### src/rtl/smb_reg_bridge.sv
module smb_reg_bridge #(
  parameter int PB_DEPTH = 8,
  parameter int CNT_W    = 4
) (
  input  logic        clk,
  input  logic        rst_n,
  input  logic        ev_start,
  input  logic        ev_stop,
  input  logic        ev_byte_vld,
  input  logic [7:0]  ev_byte,
  input  logic        rd_byte_req,
  output logic [7:0]  tx_byte,
  output logic        bus_hold,
  output logic        rq_valid,
  output logic        rq_write,
  output logic        rq_cfg,
  output logic        rq_ext,
  output logic [7:0]  rq_sel,
  output logic [21:0] rq_addr,
  output logic [3:0]  rq_be,
  output logic [31:0] rq_wdata,
  input  logic        rq_ack,
  input  logic [31:0] rq_rdata
);
  localparam logic [7:0] ST_OK    = 8'h00;
  localparam logic [7:0] ST_RSVD  = 8'h01;
  localparam logic [7:0] ST_LEN   = 8'h02;
  localparam logic [7:0] ST_ALIGN = 8'h03;
  localparam logic [7:0] RET_LEN  = 8'd5;
  localparam int PB_W = $clog2(PB_DEPTH + 1);
  localparam int IX_W = $clog2(PB_DEPTH);

  logic             cmd_seen, drop, cmd_end;
  logic [1:0]       cmd_bsz;
  logic             seq_open, seq_cfg;
  logic [1:0]       seq_isz;
  logic [CNT_W-1:0] tr_n, tr_need;
  logic [7:0]       cnt_b;
  logic [7:0]       pb [PB_DEPTH];
  logic [PB_W-1:0]  pb_n;
  logic             pb_ovf;
  logic [7:0]       status;
  logic [31:0]      rdat;
  logic [2:0]       rd_idx;
  logic             rd_seen;

  logic       pay_we, is_cnt, tr_ok, tot_ok, algn_ok, take, fin, set_err, issue;
  logic [2:0] dlen;
  logic [1:0] off;
  logic [3:0] be_n;
  logic [31:0] wd_n;
  logic [7:0] err_code;

  assign bus_hold = rq_valid;
  assign off      = pb[3][1:0];
  assign is_cnt   = cmd_bsz == 2'b10 && tr_n == '0;
  assign pay_we   = ev_byte_vld && cmd_seen && !drop && !is_cnt;

  always_comb begin
    case (cmd_bsz)
      2'b00:   tr_need = CNT_W'(1);
      2'b01:   tr_need = CNT_W'(2);
      default: tr_need = CNT_W'(5);
    endcase
    case (seq_isz)
      2'b00:   dlen = 3'd0;
      2'b01:   dlen = 3'd1;
      2'b10:   dlen = 3'd2;
      default: dlen = 3'd4;
    endcase
    case (seq_isz)
      2'b01:   algn_ok = 1'b1;
      2'b10:   algn_ok = !off[0];
      default: algn_ok = off == 2'b00;
    endcase
  end

  assign tr_ok    = tr_n == tr_need && (cmd_bsz != 2'b10 || cnt_b == 8'd4);
  assign tot_ok   = !pb_ovf && pb_n == PB_W'(4) + PB_W'(dlen);
  assign take     = ev_stop && cmd_seen && !drop;
  assign fin      = take && tr_ok && cmd_end;
  assign set_err  = take && (!tr_ok || (cmd_end && (!tot_ok || !algn_ok)));
  assign err_code = (!tr_ok || !tot_ok) ? ST_LEN : ST_ALIGN;
  assign issue    = fin && tot_ok && algn_ok && (!rq_valid || rq_ack);

  always_comb begin
    case (seq_isz)
      2'b00: begin
        be_n = 4'hF;
        wd_n = '0;
      end
      2'b01: begin
        be_n = 4'b0001 << off;
        wd_n = {24'h0, pb[4]} << {off, 3'b000};
      end
      2'b10: begin
        be_n = off[1] ? 4'b1100 : 4'b0011;
        wd_n = {16'h0, pb[5], pb[4]} << {off[1], 4'b0000};
      end
      default: begin
        be_n = 4'hF;
        wd_n = {pb[7], pb[6], pb[5], pb[4]};
      end
    endcase
  end

  always_comb begin
    case (rd_idx)
      3'd0:    tx_byte = RET_LEN;
      3'd1:    tx_byte = status;
      3'd2:    tx_byte = rdat[7:0];
      3'd3:    tx_byte = rdat[15:8];
      3'd4:    tx_byte = rdat[23:16];
      3'd5:    tx_byte = rdat[31:24];
      default: tx_byte = 8'hFF;
    endcase
  end

  always_ff @(posedge clk)
    if (pay_we && pb_n < PB_W'(PB_DEPTH)) pb[pb_n[IX_W-1:0]] <= ev_byte;

  always_ff @(posedge clk or negedge rst_n) begin
    if (!rst_n) begin
      cmd_seen <= 1'b0;
      drop     <= 1'b0;
      cmd_end  <= 1'b0;
      cmd_bsz  <= 2'b00;
      seq_open <= 1'b0;
      seq_cfg  <= 1'b0;
      seq_isz  <= 2'b00;
      tr_n     <= '0;
      cnt_b    <= 8'h00;
      pb_n     <= '0;
      pb_ovf   <= 1'b0;
      status   <= ST_OK;
      rdat     <= '0;
      rd_idx   <= 3'd0;
      rd_seen  <= 1'b0;
      rq_valid <= 1'b0;
      rq_write <= 1'b0;
      rq_cfg   <= 1'b0;
      rq_ext   <= 1'b0;
      rq_sel   <= 8'h00;
      rq_addr  <= '0;
      rq_be    <= 4'h0;
      rq_wdata <= '0;
    end else begin
      if (ev_start) begin
        cmd_seen <= 1'b0;
        rd_idx   <= 3'd0;
        rd_seen  <= 1'b0;
      end

      if (ev_byte_vld) begin
        if (!cmd_seen) begin
          cmd_seen <= 1'b1;
          cmd_end  <= ev_byte[6];
          cmd_bsz  <= ev_byte[1:0];
          tr_n     <= '0;
          cnt_b    <= 8'h00;
          if (ev_byte[1:0] == 2'b11) begin
            status   <= ST_RSVD;
            seq_open <= 1'b0;
            drop     <= 1'b1;
          end else if (ev_byte[7]) begin
            seq_open <= 1'b1;
            seq_cfg  <= ev_byte[5];
            seq_isz  <= ev_byte[3:2];
            pb_n     <= '0;
            pb_ovf   <= 1'b0;
            drop     <= 1'b0;
          end else begin
            drop <= !seq_open;
          end
        end else if (!drop) begin
          if (tr_n != '1) tr_n <= tr_n + 1'b1;
          if (is_cnt) cnt_b <= ev_byte;
          else if (pb_n < PB_W'(PB_DEPTH)) pb_n <= pb_n + 1'b1;
          else pb_ovf <= 1'b1;
        end
      end

      if (rd_byte_req) begin
        rd_seen <= 1'b1;
        if (rd_idx != 3'd6) rd_idx <= rd_idx + 3'd1;
      end

      if (rq_valid && rq_ack) begin
        rq_valid <= 1'b0;
        if (!rq_write) rdat <= rq_rdata;
      end

      if (ev_stop) begin
        cmd_seen <= 1'b0;
        if (take && (!tr_ok || cmd_end)) seq_open <= 1'b0;
        if (rd_seen) status <= ST_OK;
        if (set_err) status <= err_code;
        if (issue) begin
          rq_valid <= 1'b1;
          rq_write <= seq_isz != 2'b00;
          rq_cfg   <= seq_cfg;
          rq_sel   <= seq_cfg ? {3'b000, pb[0][4:0]} : pb[0];
          rq_ext   <= seq_cfg && pb[0][4:0] != 5'd0;
          rq_addr  <= {pb[1], pb[2], pb[3][7:2]};
          rq_be    <= be_n;
          rq_wdata <= wd_n;
          status   <= ST_OK;
        end
      end
    end
  end
endmodule


### config.mk
export PLATFORM = sky130hd
export DESIGN_NAME = smb_reg_bridge
export DESIGN_NICKNAME = d
export VERILOG_FILES = /design/src/rtl/smb_reg_bridge.sv
export SDC_FILE = /design/constraint.sdc
export NUM_CORES = 1
export LEC_CHECK = 0
export ABC_AREA = 0
export BUFFER_PORTS_ARGS = -buffer_cell sky130_fd_sc_hd__buf_2
export CORE_ASPECT_RATIO = 0.9
export CORE_MARGIN = 2
export CORE_UTILIZATION = 40
export DETAILED_ROUTE_END_ITERATION = 10
export PLACE_DENSITY = 0.6
export SLEW_MARGIN = 10
export SYNTH_ARGS = -nofsm -noshare
export SYNTH_HDL_FRONTEND = slang
export SYNTH_SLANG_ARGS = --single-unit
### constraint.sdc
create_clock -name clk -period 3.2 [get_ports clk]
set_clock_uncertainty 0.05 [all_clocks]
set_input_delay 0.96 -clock clk [delete_from_list [all_inputs] [get_ports clk]]
set_output_delay 0.96 -clock clk [all_outputs]
set_load 0.01 [all_outputs]
## Yosys cells after proc, flatten, opt, wreduce, memory -nomap -nowiden

Memories as Yosys holds them, arrays and structs flattened. A register that Yosys moved wholly into a read port is not among the register bits.
Cells that the tools add are included.

| cells by class | value |
|---|---|
| add/sub/neg operators | 4 |
| multiply operators | 0 |
| divide/modulo/power cells | 0 |
| $lt $le $gt $ge | 1 |
| eq/ne operators | 23 |
| shift operators | 3 |
| muxes and demuxes | 56 |
| bitwise operators | 3 |
| reduce and logical (&&, ||, !) cells | 53 |

Operator list:

| cell | number |
|---|---|
| 32-bit one-hot mux with 3 select lines | 1 |
| 8-bit two-way mux | 11 |
| 8-bit one-hot mux with 6 select lines | 1 |
| 4-bit two-way mux | 10 |
| 16-bit by 5-bit left shift with 32-bit output | 1 |
| 8-bit by 5-bit left shift with 32-bit output | 1 |
| 1-bit two-way mux | 26 |
| 1-bit logical AND | 19 |
| 6-bit AND reduction | 2 |
| 1-bit zero test | 11 |
| 2-bit inequality test (second input constant) | 5 |
| 3-bit two-way mux | 3 |
| 3-bit one-hot mux with 3 select lines | 1 |
| 4-bit by 1-bit adder with 4-bit output (second input constant) | 2 |
| 4-bit == test | 2 |
| 8-bit by 3-bit == test with 1-bit output (second input constant) | 1 |
| 4-bit one-hot mux with 2 select lines | 1 |
| 2-bit == test (second input constant) | 3 |
| 3-bit by 2-bit == test with 1-bit output (second input constant) | 2 |
| 3-bit == test (second input constant) | 2 |
| 2-bit zero test | 3 |
| 1-bit logical OR | 6 |
| 2-bit by 1-bit inequality test with 1-bit output (second input constant) | 3 |
| 3-bit one-hot mux with 2 select lines | 1 |
| 17 further kinds | 25 |

| word-level totals | value |
|---|---|
| flip-flop bits (word level) | 140 |
| latch bits | 0 |
| bits in writable memories | 64 |
| ROM bits | 0 |
| bits of input ports | 47 |
| memories | 1 |

Memories:

| memory | words | bits a word | read ports | clocked after Yosys merged registers in | wr ports | RTL line | RTL |
|---|---|---|---|---|---|---|---|
| pb | 8 | 8 | 8 | 2 | 1 | 39 | `logic [7:0] pb [PB_DEPTH];` |

## Longest topological paths before layout

Gate-level depths: netlist of the first run.

| depth | value |
|---|---|
| depth after elaboration | 13 |
| gate-level depth with buffers | 9 |
| mapped depth without buffers | 7 |

## Worst setup path after synthesis of the first run

No wires, ideal clock.

| timing | value |
|---|---|
| path type | reg-to-output |
| start | reg rd_idx[2] |
| end | out tx_byte[2] |
| arrival time | 2,062 ps |
| slack | 128 ps |
| cell stages (with the launch flop) | 9 |
| buffers on the path | 3 |
| cell sequence | dfrtp_1 clkbuf_1 inv_1 ha_1 buf_1 or4_1 clkbuf_1 a21boi_0 nand3_1 |

| on the way | value |
|---|---|
| longest elaborated chain between the ends | 2 |
| elaborated cells on any way between the ends | 7 |

Ends and longest elaborated chain:

| what | RTL line | RTL |
|---|---|---|
| start, declared | 44 | `logic [2:0] rd_idx;` |
| start signal, assigned | 185 | `if (rd_idx != 3'd6) rd_idx <= rd_idx + 3'd1;` |
| 3-bit == test (tied with other cells) | 108 | `case (rd_idx)` |
| 8-bit one-hot mux with 6 select lines * | 108 |  |
| end, declared | 12 | `output logic [7:0] tx_byte,` |

Mark *: on every way between the ends. The rest lies on a longest branch, timed or not.

## Final worst setup path of the first run

| timing | value |
|---|---|
| start | reg rd_idx[1] |
| end | out tx_byte[2] |

Same word-level chain as after synthesis.

==> out/metrics.cfg, run 1 <==
[run_status]
status = complete, but fails checks
violations = setup timing

[critical_path]
rr_worst_depth = 7
r2r-end = rq_sel[2]
cpPeakStageDelay_ps = 490
r2r_slack_ps = 330
cp_top_family = compound AO/OA/AOI/OAI gates
r2r-start = seq_isz[0]
cp_num_buf_inv = 2
cp-start-kind = flop
cp-end-kind = output pin
critical_path_class = reg -> out
crit_chain = ha_2 > ha_4 > buf_6 > a222oi_1 > nand3_1 > buf_2
cp.depth = 6
critPathLaunch = rd_idx[1]
cp_data_arrival_time_ps = 2220
worst_path_max_delay_cell = a222oi_1
critPathMaxFanout = 6
required_ps = 2190

[synth]
yosysSeqAreaShare = 0.641
synth_area_leaders = dfrtp_1 41%, edfxtp_1 23%, mux2_2 10%, a22o_1 2.6%, nand2_1 2.4%
synth_edf_count = 64
synth_warnings = 0
synthDistinctLibCells = 50
syn_inst = 609
avgSynthCellArea_um2 = 13.9
synth_top_area_frac = 0.414
synth_area_leader_cell = dfrtp_1
synth_nets = 668
async_flop_share = 0.686
synth_ff_type = dfrtp_1
ys_ff_latch = 204
synthesis.area_mm2 = 0.00847

[floorplan]
start_util = 0.408
core-area_mm2 = 0.0208
design.die.area_mm2 = 0.0223
die_y_um = 142
io_pins = 126
fp.dieW_um = 157
rows = 50

[timing]
setup_viol = 1
drv_slew = 0
layout_setup_ws_ps = -25.1
fmax_ghz = 0.310
finalHoldViolCount = 0
finalCritPeriodShare = 1.01
tightest_slew_ps = 708
rsz0062_at_grt = yes
maxSlewHeadroom = 0.527
period_minus_slack_ps = 3230

[global_routing]
grt_pass1_wl_um = 31000
antenna_found_initial = 0
track_usage = 0.176
overflow = 0
grt_max_degree = 77
first_global_vias = 5723

[route]
top_layer = met4
dr_wl_met3_um = 869
vias = 5479
wl_met1_um = 8710
antenna_left = 0
wl_met2_um = 9410
wl_per_cell_um = 18.2
dr.pass1.iters = 7
viasPerCell = 5.15
totalWireLength_um = 19300
drcViolationCount = 0
drtIter0Drc = 319

[hold_path]
hp-class = in -> async

[clock_network]
cts_inserted_buffers = 23
cts_tree = built
insertion_delay_ps = 500
clkTransAtPathRegs_ps = 60
htreeDepth = 1
cts_hold_buf = 0
cts.sinks = 204
clock-root-buffer = clkbuf_16
clock_path_buffers = 3

[final_layout]
n_antenna_cell = 0
final_common_cell = dfrtp_1
drive_gt1_frac = 0.359
syn_to_final_growth_pct = 21.7
most-common-layout-cells = 138 x dfrtp_1, 124 x buf_2, 76 x mux2_2, 64 x edfxtp_1, 54 x nand2_1
nets = 821
layout.cells.non_filler = 1064
design_area_mm2 = 0.0103
fillCellCount = 1860

[place]
placed_cells = 1013
place_area_mm2 = 0.00947
place.gp.congestion = 0.797
port_buffers = 125
hpwl_um = 13000

[job]
cap_violations = 0

[pwr]
p_leak_nw = 4.83
peakVddDrop_mv = 0.336
power_density_mw_per_mm2 = 580

-- layer usage --
metal / global-route usage / up-vias
met1: 0.243 / 2783
met5: 0 / -
met2: 0.296 / 139
met4: 0.0426 / 0
met3: 0.0256 / 27
li1: - / 2530
-- layout make-up --
class                           instances  area (um2)  share of cell area
Clock buffer                           38         662              0.0643
Clock inverter                          3        17.5             0.00170
Inverter                               31         116              0.0113
Multi-Input combinational cell        348        2830               0.275
Sequential cell                       204        5430               0.527
Tap cell                              286         358              0.0347
Timing Repair Buffer                  154         886              0.0860
-- registers in the layout, summed over array words and instances, names as in the netlist, 2 cells and up --
| name | flops |
|---|---|
| seq_isz | 2 |
| cmd_bsz | 2 |
| rdat | 32 |
| pb | 64 |
| cnt_b | 8 |
| rq_sel | 8 |
| tr_n | 4 |
| pb_n | 4 |
| rq_addr | 22 |
| status | 8 |
| rq_be | 4 |
| rd_idx | 3 |
| rq_wdata | 32 |
-- logic make-up after synthesis --
group,after synthesis,share of synthesized area
compound gates,88,0.0825
xor+xnor,3,0.00310
fa+ha+maj,12,0.0177
buf+inv,57,0.0316
flops,204,0.641
mux,111,0.147
simple gates,134,0.0774
-- per-stage QoR --
stage | TNS (ps) | hold WS, ps | setup WS, ps | util | power (mW)
floorplan | 0 | 389 | 128 | - | 3.22
global placement | 0 | 394 | 350 | 0.456 | 3.49
detailed placement | 0 | 400 | 310 | 0.456 | 3.52
CTS | -70.9 | 406 | -40.9 | 0.495 | 6.02
global route | -202 | 434 | -91.2 | 0.496 | 6.24
finish | -25.1 | 401 | -25.1 | 0.496 | 5.97
-- power breakdown --
group | switching (mW) | leakage [nW] | internal [mW]
Sequential | 0.0574 | 2.41 | 2.75
Combinational | 0.443 | 2.09 | 0.338
Clock | 0.983 | 0.329 | 1.40
Total | 1.48 | 4.83 | 4.49
-- synthesized netlist by cell type (all sizes together), types with 3 or more instances --
library cell,n
a21boi,3
a21oi,6
a222oi,16
a22o,25
a31oi,3
and2,4
buf,14
clkbuf,12
dfrtp,140
edfxtp,64
ha,12
inv,31
mux2,91
mux2i,20
nand2,54
nand2b,11
nand3,15
nor2,18
nor2b,8
nor3,11
o21a,3
o21ai,17
-- how the worst max path moves through the flow --
stage,endpoint,slack [ps]
6_report,tx_byte[2],-30
5_1_grt,tx_byte[2],-90
4_1_cts,tx_byte[2],-40
3_5_place_dp,tx_byte[3],310
3_3_place_gp,tx_byte[2],350
2_1_floorplan,tx_byte[2],130
-- what timing repair did --
action / CTS / global route
resized for setup: 20 / 2
hold endpoints to repair: 0 / 0
setup endpoints to repair: 8 / 8
buffers inserted: 7 / 3
pin swaps: 7 / 4
gates cloned: 0 / 0
Power figures use the tool's default switching activity.
==> inputs of run 2 (changes only) <==
Settings changed: ABC_AREA 0 to 1, CORE_UTILIZATION 40 to 45, PLACE_DENSITY 0.6 to 0.65.
==> run 2 against run 1 <==
The run now ends clean. Core utilization rose by 4.7 points. Sequential power increased by 4%. Non-clock buffer count down 10. Worst setup slack better by 160 ps. First-iteration DRC count grew 30%. Critical path type unchanged. Largest power group unchanged.
==> out/metrics.cfg, run 2 <==
[run_status]
status = finished, final reports clean  ; was complete, but fails checks

[synth]
synth_simple_gate_area_frac = 0.166  ; was 0.0774
synth_warnings = 0  ; unchanged
synthesis.area_mm2 = 0.00870  ; was 0.00847 mm2
synth_top_family_by_area = simple AND/OR/NAND/NOR gates  ; was multiplexers
synthMuxAreaShare = 0.0336  ; was 0.147
synthDistinctLibCells = 34  ; was 50
synth_top_area_frac = 0.403  ; was 0.414
ys_ff_latch = 204  ; unchanged
synthTopCellsByCount = 245 x nand2_1, 140 x dfrtp_1, 116 x inv_1, 75 x o21ai_0, 64 x edfxtp_1  ; was 140 x dfrtp_1, 76 x mux2_2, 64 x edfxtp_1, 54 x nand2_1, 31 x inv_1
yosys.area_share.adder = 0.0173  ; was 0.0177
synth_ff_type = dfrtp_1  ; unchanged
synth_nets = 937  ; was 668
synth.most_common_cell = nand2_1  ; was dfrtp_1
synth_area_leader_cell = dfrtp_1  ; unchanged
synth_edf_count = 64  ; unchanged
synth_compound_area_frac = 0.0868  ; was 0.0825
avgSynthCellArea_um2 = 9.91  ; was 13.9 um2
yosysSeqAreaShare = 0.623  ; was 0.641
syn_inst = 878  ; was 609
async_flop_share = 0.686  ; unchanged
synth-xor-area-share = 0  ; was 0.00310
synth_area_leaders = dfrtp_1 40%, edfxtp_1 22%, nand2_1 11%, inv_1 5.0%, o21ai_0 4.3%  ; was dfrtp_1 41%, edfxtp_1 23%, mux2_2 10%, a22o_1 2.6%, nand2_1 2.4%

[timing]
hold_ws_ps = 289  ; was 401 ps
drv_slew = 0  ; unchanged
tightest_slew_ps = 728  ; was 708 ps
fin_setup_tns_ps = 0  ; was -25.1 ps
rsz0062_at_grt = no  ; was yes
period_minus_slack_ps = 3070  ; was 3230 ps
setup_viol = 0  ; was 1
maxSlewHeadroom = 0.512  ; was 0.527
finalHoldViolCount = 0  ; unchanged
finalCritPeriodShare = 0.958  ; was 1.01
fmax_ghz = 0.326  ; was 0.310 GHz

[route]
dr.pass1.iters = 5  ; was 7
wl_met2_um = 9110  ; was 9410 um
viasPerCell = 5.00  ; was 5.15
vias = 6435  ; was 5,479
wl_per_cell_um = 15.4  ; was 18.2 um
antenna_left = 0  ; unchanged
totalWireLength_um = 19800  ; was 19,300 um
drcViolationCount = 0  ; unchanged
wl_met1_um = 9160  ; was 8710 um
dr_wl_met3_um = 993  ; was 869 um
top_layer = met4  ; unchanged
drtIter0Drc = 415  ; was 319

[global_routing]
grt_pass1_wl_um = 31400  ; was 31,000 um
antenna_found_initial = 1  ; was 0
track_usage = 0.195  ; was 0.176
first_global_vias = 6155  ; was 5,723
overflow = 0  ; unchanged
grt_max_degree = 62  ; was 77

[floorplan]
core-area_mm2 = 0.0191  ; was 0.0208 mm2
fp.dieW_um = 151  ; was 157 um
start_util = 0.456  ; was 0.408
die_y_um = 136  ; was 142 um
rows = 48  ; was 50
design.die.area_mm2 = 0.0205  ; was 0.0223 mm2
io_pins = 126  ; unchanged

[critical_path]
cp-start-kind = flop  ; unchanged
r2r-end = rq_wdata[18]  ; was rq_sel[2]
required_ps = 2190  ; about the same
critPathLaunch = rd_idx[1]  ; unchanged
critical_path_class = reg -> out  ; unchanged
critPathMaxFanout = 8  ; was 6
cp_data_arrival_time_ps = 2060  ; was 2220 ps
rr_worst_depth = 8  ; was 7
r2r_slack_ps = 700  ; was 330 ps
cp-end-kind = output pin  ; unchanged
crit_end = tx_byte[2]  ; unchanged
r2r-start = seq_isz[0]  ; unchanged

[clock_network]
insertion_delay_ps = 500  ; about the same
cts_inserted_buffers = 22  ; was 23
clock-root-buffer = clkbuf_16  ; unchanged
ctsResizeCount = 0  ; was 20
cts_tree = built  ; unchanged
htreeDepth = 1  ; unchanged
cts.sinks = 204  ; unchanged
clkTransAtPathRegs_ps = 60  ; about the same
cts_hold_buf = 0  ; unchanged
clock_path_buffers = 3  ; unchanged
post_cts_buffers = 0  ; was 7

[final_layout]
n_antenna_cell = 0  ; unchanged
most-common-layout-cells = 244 x nand2_1, 140 x dfrtp_1, 124 x buf_2, 116 x inv_1, 75 x o21ai_0  ; was 138 x dfrtp_1, 124 x buf_2, 76 x mux2_2, 64 x edfxtp_1, 54 x nand2_1
largest_reg_flops = 64  ; unchanged
nets = 1079  ; was 821
final_common_cell = nand2_1  ; was dfrtp_1
fillCellCount = 1713  ; was 1,860
layout.cells.non_filler = 1286  ; was 1,064
multi_input_area_mm2 = 0.00267  ; was 0.00283 mm2
syn_to_final_growth_pct = 19.1  ; was 21.7%
final-seq-area_mm2 = 0.00543  ; about the same
drive_gt1_frac = 0.212  ; was 0.359

[place]
port_buffers = 125  ; unchanged
hpwl_um = 13800  ; was 13,000 um
placed_cells = 1246  ; was 1,013
place.gp.congestion = 0.847  ; was 0.797

[pwr]
total_power_mw = 6.37  ; was 5.97 mW
p_leak_nw = 5.00  ; was 4.83 nW
peakVddDrop_mv = 0.317  ; was 0.336 mV
power_density_mw_per_mm2 = 615  ; was 580 mW/mm2

[job]
cap_violations = 0  ; unchanged

[hold_path]
hp-class = in -> async  ; unchanged

-- run 2: cell count changes after synthesis, sizes merged, moves of 20 or more --
cell / before / now
a22o: 25 / 0
inv: 31 / 120
mux2: 91 / 26
mux2i: 20 / 0
nand2: 54 / 245
nand3: 15 / 45
nor2: 18 / 49
o21ai: 17 / 85
-- run 2: kinds of logic after synthesis --
group / after synthesis
AO/OA/AOI/OAI: 132
adder cells (fa/ha/maj): 12
AND/OR/NAND/NOR: 355
buffers and inverters: 149
flip-flops: 204
multiplexers: 26
-- run 2: layer usage --
metal | GRT usage | vias up
met5 | 0 | -
met4 | 0.0607 | 0
met3 | 0.0332 | 34
met2 | 0.303 | 158
met1 | 0.281 | 3087
li1 | - | 3156
-- run 2: power by group --
part	switching (mW)	internal (mW)	total (mW)
clock network	1.00	1.45	2.45
registers	0.0969	2.82	2.91
logic	0.656	0.351	1.01
-- run 2: cell type report --
class                   count  area share
inverters                 123      0.0447
multi-input cells         525       0.258
repair buffers            144      0.0771
clock buffers              32      0.0608
flip-flops and latches    204       0.523
well taps                 250      0.0302
clock inverters             8     0.00604
-- run 2: per-stage QoR --
step	util	cell area [um2]	worst slack, ps
2_1_floorplan	-	8700	617
3_3_place_gp	0.505	9650	583
3_5_place_dp	0.505	9650	560
4_1_cts	0.541	10300	33.3
5_1_grt	0.543	10400	12.6
6_report	0.543	10400	135
-- run 2: critical path, cell delays in order, from the launching register on --
cell and delay [ps]:
dfrtp_1 380, inv_1 90, ha_1 230, nand2_1 70, inv_1 140, a221oi_1 360, nand4_1 140, buf_2 170
-- run 2: worst min path at each step --
stage	startpoint	to	slack, ps	cells after the start
2_1_floorplan	pb[3][2]	rq_addr[0]	370	2
3_3_place_gp	pb[1][5]	rq_addr[19]	370	2
3_5_place_dp	pb[3][6]	rq_addr[4]	380	2
4_1_cts	rst_n	rq_write	280	1
5_1_grt	rst_n	rq_write	290	1
6_report	rst_n	rq_write	290	1
